===== src/rtl/scan_bist_seq.sv =====
module scan_bist_seq #(
  parameter int NCH  = 4,
  parameter int CLEN = 8,
  parameter int PCW  = 8,
  parameter int LW   = 16,
  parameter logic [LW-1:0]  LFSR_TAPS = 16'hB400,
  parameter logic [LW-1:0]  LFSR_SEED = 16'hACE1,
  parameter logic [NCH-1:0] MISR_POLY = NCH'(3)
) (
  input  logic           clk,
  input  logic           rst_n,
  input  logic           start,
  input  logic [PCW-1:0] pat_count,
  output logic           scan_en,
  output logic           capture,
  output logic [NCH-1:0] chain_si,
  input  logic [NCH-1:0] chain_so,
  output logic           done,
  output logic [NCH-1:0] signature
);
  localparam int CW = (CLEN > 1) ? $clog2(CLEN) : 1;
  localparam logic [CW-1:0] LAST = CW'(CLEN - 1);

  typedef enum logic [1:0] {S_IDLE, S_SHIFT, S_CAPT, S_DONE} st_t;

  st_t            st;
  logic [LW-1:0]  lfsr, lfsr_nx;
  logic [NCH-1:0] misr, misr_nx;
  logic [CW-1:0]  cnt;
  logic [PCW-1:0] loads;
  logic           first;

  assign scan_en   = (st == S_SHIFT);
  assign capture   = (st == S_CAPT);
  assign done      = (st == S_DONE);
  assign signature = misr;

  assign lfsr_nx = (lfsr >> 1) ^ (lfsr[0] ? LFSR_TAPS : '0);
  assign misr_nx = {misr[NCH-2:0], 1'b0} ^ (misr[NCH-1] ? MISR_POLY : '0) ^ chain_so;

  for (genvar i = 0; i < NCH; i++) begin : g_phase
    assign chain_si[i] = lfsr[i % LW] ^ lfsr[(3*i + 7) % LW];
  end

  always_ff @(posedge clk) begin
    if (!rst_n) begin
      st    <= S_IDLE;
      lfsr  <= LFSR_SEED;
      misr  <= '0;
      cnt   <= '0;
      loads <= '0;
      first <= 1'b1;
    end else begin
      case (st)
        S_IDLE, S_DONE: if (start) begin
          st    <= S_SHIFT;
          lfsr  <= LFSR_SEED;
          misr  <= '0;
          cnt   <= '0;
          loads <= pat_count;
          first <= 1'b1;
        end
        S_SHIFT: begin
          lfsr <= lfsr_nx;
          if (!first) misr <= misr_nx;
          if (cnt == LAST) begin
            cnt <= '0;
            if (loads != '0) begin
              loads <= loads - 1'b1;
              st    <= S_CAPT;
            end else begin
              st <= S_DONE;
            end
          end else begin
            cnt <= cnt + 1'b1;
          end
        end
        default: begin
          first <= 1'b0;
          st    <= S_SHIFT;
        end
      endcase
    end
  end

  p_capture_excl_r4: assert property (@(posedge clk) disable iff (!rst_n)
    capture |-> !scan_en);
  p_capture_single_r4: assert property (@(posedge clk) disable iff (!rst_n)
    capture |=> !capture);
  p_capture_after_shift_r4: assert property (@(posedge clk) disable iff (!rst_n)
    $rose(capture) |-> $past(scan_en));
  p_first_pass_quiet_r7: assert property (@(posedge clk) disable iff (!rst_n)
    (scan_en && first) |=> (misr == '0));
  p_done_hold_r8: assert property (@(posedge clk) disable iff (!rst_n)
    (done && !start) |=> (done && $stable(signature)));
  p_done_idle_r8: assert property (@(posedge clk) disable iff (!rst_n)
    done |-> (!scan_en && !capture));
  p_busy_ignores_start_r9: assert property (@(posedge clk) disable iff (!rst_n)
    (scan_en && start && cnt != LAST) |=> scan_en);
endmodule


===== config.mk =====
export PLATFORM = sky130hd
export DESIGN_NAME = scan_bist_seq
export DESIGN_NICKNAME = d
export VERILOG_FILES = /design/src/rtl/scan_bist_seq.sv
export SDC_FILE = /design/constraint.sdc
export NUM_CORES = 1
export LEC_CHECK = 0
export ABC_AREA = 1
export CORE_UTILIZATION = 53
export CTS_CLUSTER_SIZE = 20
export DETAILED_ROUTE_END_ITERATION = 10
export PLACE_DENSITY = 0.8
export SLEW_MARGIN = 5
export SYNTH_ARGS = -nofsm -noshare
export SYNTH_HDL_FRONTEND = slang
export SYNTH_SLANG_ARGS = --single-unit

===== constraint.sdc =====
create_clock -name clk -period 2.06 [get_ports clk]
set_input_delay 0.412 -clock clk [delete_from_list [all_inputs] [get_ports clk]]
set_output_delay 0.412 -clock clk [all_outputs]
set_load 0.005 [all_outputs]

* Yosys cells after proc, flatten, opt, wreduce, memory -nomap -nowiden
Index checks and enable logic that the tools add are counted.
** Cells by class
- Bitwise logic cells :: 8
- Equality and inequality tests :: 8
- Reductions and logical operators :: 9
- Muxes and demuxes :: 20
- $add $sub $neg :: 2
** Operator list (count)
- $mux W16 :: 2
- $pmux W16 S2 :: 1
- $mux W8 :: 3
- $pmux W8 S2 :: 1
- $xor A15 B16 Y16 :: 1
- $mux W4 :: 2
- $pmux W4 S2 :: 1
- $reduce_bool A8 Y1 :: 1
- $sub A8 B1 Y8 const B :: 1
- $mux W2 :: 3
- $mux W3 :: 2
- $pmux W3 S2 :: 1
- $reduce_and A2 Y1 :: 3
- $eq A2 B2 Y1 const B :: 2
- $ne A2 B1 Y1 const B :: 2
- $ne A2 B2 Y1 const B :: 2
- $pmux W2 S2 :: 1
- $reduce_and A4 Y1 :: 1
- $xor A1 B1 Y1 :: 4
- $xor A4 B2 Y4 :: 1
- $xor A4 B4 Y4 :: 1
- $add A3 B1 Y3 const B :: 1
- $eq A3 B3 Y1 const B :: 1
- $reduce_and A3 Y1 :: 1
- 7 further kinds :: 8
** Storage, ports and cells
- Output and inout port bits :: 11
- Flip-flop bits (word level) :: 34
- Logic and storage cells :: 53
- Input bits :: 15

* Depth between registers and ports, before layout
- Depth in word-level cells :: 5
- Mapped depth :: 11

* Worst setup path before layout
No wires, ideal clock.
- Path kind :: flip-flop to flip-flop
- Start point :: register st[0]
- End point :: register lfsr[12]
- Required time :: 1.990 ns
- Slack :: 0.572 ns
- Stages on the path, launching flop included :: 9
- Buffers on the path :: 1
- Arrival time :: 1.417 ns
- Period minus slack after synthesis :: 1.488 ns
- Path through :: dfxtp_1 inv_1 ha_1 nand2_1 nand2_1 inv_1 buf_2 nand2_1 a21oi_1
** Between the ends
- Longest elaborated chain between the ends :: 4
- Elaborated cells between the ends (all ways) :: 8
- Those cells by class :: 3 x eq/ne; 1 x mux; 4 x reduce/logical
** Ends and longest elaborated chain
- from (decl) :: line 26 : st_t st;
- from (signal assigned) :: line 47 : st <= S_IDLE;
- from (signal assigned) :: line 56 : st <= S_SHIFT;
- from (signal assigned) :: line 70 : st <= S_CAPT;
- $eq A2 B2 Y1 / $logic_not A2 Y1 (equally long branches) :: line 54 : case (st)
- $reduce_or A2 Y1 :: line 54
- $ne A2 B2 Y1 (no line) / $reduce_bool A2 Y1 (equally long branches)
- $reduce_and A2 Y1 (no line)
- to (signal assigned) :: line 64 : lfsr <= lfsr_nx;
- to (decl) :: line 27 : logic [LW-1:0] lfsr, lfsr_nx;
Parallel ways exist; a longest one is shown, timed or not.
A chain may end at the register's enable or synchronous reset.

* Final worst setup path
- Start point :: register st[1]
- End point :: output scan_en
** Between the ends
- Longest elaborated chain between the ends :: 1
** Ends and longest elaborated chain
- $eq A2 B1 Y1 :: line 33 : assign scan_en = (st == S_SHIFT);
- to (decl) :: line 14 : output logic scan_en,
Every way passes these cells.

==> metrics.csv <==
stage,metric,value,unit
min_path,holdCritPathClass,reg2reg,
drt,drt-wirelength-per-cell,11.3,um
layout,nFillCells,278,
layout,nets,293,
sta,rsz0062_at_grt,no,
critical_path,worstPathArrival,1.49,ns
floorplanning,io_pins,26,
sta,layout_min_cycle_time,1.90,ns
layout,ff_latch_area,682,um^2
critical_path,worstPathMaxFanout,8,
pwr,powerDensity,1530,nW/um^2
critical_path,cpPeakStageDelay,0.51,ns
synthesis,synth_cells,240,
clock_network,h-tree-depth,2,
critical_path,crit_family,buffers and inverters,
synthesis,yosys.area_share.adder,5.19,%
global_routing,first_global_vias,1409,
synthesis,netlist_top_cells_count,"66 x nand2_1, 34 x dfxtp_1, 25 x a21oi_1",
sta,worst_slew_pin_slew,0.413,ns
clock_network,cts_tree,yes,
synthesis,ys_ff_latch,34,
floorplanning,fp.dieH,58.5,um
critical_path,crit_chain,inv_1 -> ha_4 -> clkdlybuf4s50_1,
global_routing,grt_max_degree,16,
clock_network,cts_hold_buf,0,
critical_path,worstRegToRegCells,8,
synthesis,synth-xor-area-share,4.67,%
synthesis,synth_top_family_by_area,simple AND/OR/NAND/NOR gates,
floorplanning,coreArea,3030,um^2
drt,vias,1588,
floorplanning,row_count,20,
clock_network,cts_made_buffers,5,
layout,drive_above_1_share,10.7,%
sta,timing.fmax,525,MHz
sta,drv_slew,0,
floorplanning,initial_utilization,55.8,%
synthesis,synth_cell_types,26,
layout,multi_input_area,896,um^2
synthesis,synth_nets,262,
critical_path,crit_path_end_kind,primary output,
min_path,min_to,lfsr[8]$_SDFFE_PN0P_,
layout,fin_area,2090,um^2
clock_network,clock-sinks,34,
synthesis,ys.flop_type,dfxtp_1,
layout,fin_cells,316,
place,io_buffers,25,
critical_path,r2r-start,st[0]$_SDFFE_PN0P_,
critical_path,start_kind,flop,
synthesis,synth_mux_area_share,0,%
critical_path,r2r_end,lfsr[1]$_SDFFE_PN0P_,
synthesis,synth_edf_count,0,
global_routing,grt_overflow,0,
drt,ant_nets,0,
synthesis,synth.avg_cell_area,7.04,um^2
drt,route.detailed.drc,0,
drt,wirelength,3.58,mm
critical_path,critPathKind,reg2out,
floorplanning,die_x,58.5,um
global_routing,grt_usage,23.2,%
synthesis,synth.most_common_cell,nand2_1,
min_path,min_path_cells,2,
sta,maxSlewHeadroom,72.3,%
outcome,status,"finished, final reports clean",
layout,diodes,0,
pwr,p_leak,0.914,nW
synthesis,synth.area.top_cells,"dfxtp_1 40%, nand2_1 15%, a21oi_1 7.4%",
place,place_area,2010,um^2
run,maxCapViolations,0,
min_path,hp-start,lfsr[9]$_SDFFE_PN0P_,
critical_path,cp_slowest_cell,clkdlybuf4s50_1,
sta,fin_crit_sh,92.4,%
drt,drtIter0Drc,75,
clock_network,clk_pin_slew,0.11,ns
sta,finalSetupViolCount,0,
global_routing,grt_pass1_wl,5.86,mm
synthesis,synth-seq-area-share,40.3,%
critical_path,path_buf_inv,2,
clock_network,clk_path_buf_depth,2,
sta,hold_viol_final,0,
drt,drt_pass1_iterations,6,
pwr,peakVddDrop,0.784,mV
synthesis,synthSimpleGateAreaFrac,27.9,%
synthesis,synth_top_area_share,40.3,%
layout,area_growth,23.6,%
critical_path,reg2reg_slack,0.29,ns
place,dp.cells,308,
critical_path,cp_data_required_time,1.65,ns
place,gp_congestion,0.907,
floorplanning,dieArea,3420,um^2
clock_network,clk_latency,0.33,ns
synthesis,synth_compound_area_share,14.5,%
synthesis,synth_warnings,0,
clock_network,root_buffer,clkbuf_4,
drt,viasPerCell,5.03,
global_routing,antenna_found_initial,0,
sta,setup_tns,0,ns
sta,skew,0.00700,ns
clock_network,cts_setup_buffers,0,
synthesis,synthArstFlopShare,0,%
synthesis,synthesis.area,1690,um^2
place,hpwl,2.53,mm
synthesis,synth_area_leader_cell,dfxtp_1,
flip-flops by register name (all words and copies together), names as in the netlist:
name,flops
st,2
signature,4
first,1
cnt,3
loads,8
lfsr,16
where the power goes:
part	internal, mW	switching (mW)	total [mW]
registers	0.843	0.155	0.997
clock network	0.164	0.227	0.391
logic	0.718	1.08	1.80
per-layer routing:
layer  vias up  track usage, %  part of all wire, %
met3         2            7.91                  3.4
met1       723            27.3                   47
met5         -               0                    0
met4         0            10.5                 0.95
li1        834               -                    -
met2        29            38.4                   49
cell usage in the layout, fill, tap and decap left out, types with 6 or more instances in the layout:
cell / count
dfxtp_1: 33
inv_1: 19
nand2_1: 66
xor2_1: 7
o21ai_0: 11
nand3_1: 13
a21oi_1: 25
o22ai_1: 6
clkdlybuf4s50_1: 25
nor2_1: 22
ha_1: 6
buf_4: 6
per-stage QoR:
step,power [mW],hold slack [ns],util [%],setup slack (ns)
4_1_cts,3.18,0.477,68.6,0.0652
3_5_place_dp,2.76,0.455,66.4,0.216
6_report,3.19,0.472,69.0,0.156
2_1_floorplan,2.26,0.440,-,0.572
5_1_grt,3.49,0.490,69.0,0.0705
3_3_place_gp,2.75,0.447,66.4,0.267
worst register-to-register path: stages, from the launching register on:
cell	delay, ns
dfxtp_1	0.41
inv_1	0.08
ha_1	0.34
nand2_1	0.16
nand2_1	0.18
inv_1	0.15
buf_4	0.18
nand2_1	0.06
a21oi_1	0.14
cell families after synthesis:
kind of cell    count (synthesis)
xor+xnor                        9
flops                          34
buf+inv                        32
compound gates                 47
fa+ha+maj                       7
simple gates                  111
worst max-delay path by stage:
stage                             startpoint                     to  slack [ns]  depth (start not counted)
final                     st[1]$_SDFFE_PN0P_                scan_en        0.16                          3
after global routing      st[0]$_SDFFE_PN0P_                capture        0.07                          3
after CTS                 st[1]$_SDFFE_PN0P_                scan_en        0.07                          3
after detailed placement               start   lfsr[1]$_SDFFE_PN0P_        0.22                          8
after global placement                 start  loads[6]$_SDFFE_PN0P_        0.27                         10
after floorplan           st[0]$_SDFFE_PN0P_  lfsr[12]$_SDFFE_PN0P_        0.57                          8
timing repair:
| item | in CTS | in global routing |
|---|---|---|
| gates resized for setup | 1 | 2 |
| cloned | 0 | 0 |
| setup endpoints to repair | 1 | 2 |
area by class of cell:
type                            count  share of cell area (%)
Sequential cell                    34                    32.7
Inverter                           25                    4.61
Timing Repair Buffer               31                    14.1
Tap cell                           44                    2.64
Clock buffer                        6                    2.46
Multi-Input combinational cell    174                    42.9
Clock inverter                      2                   0.599
(Power assumes the default switching activity.)
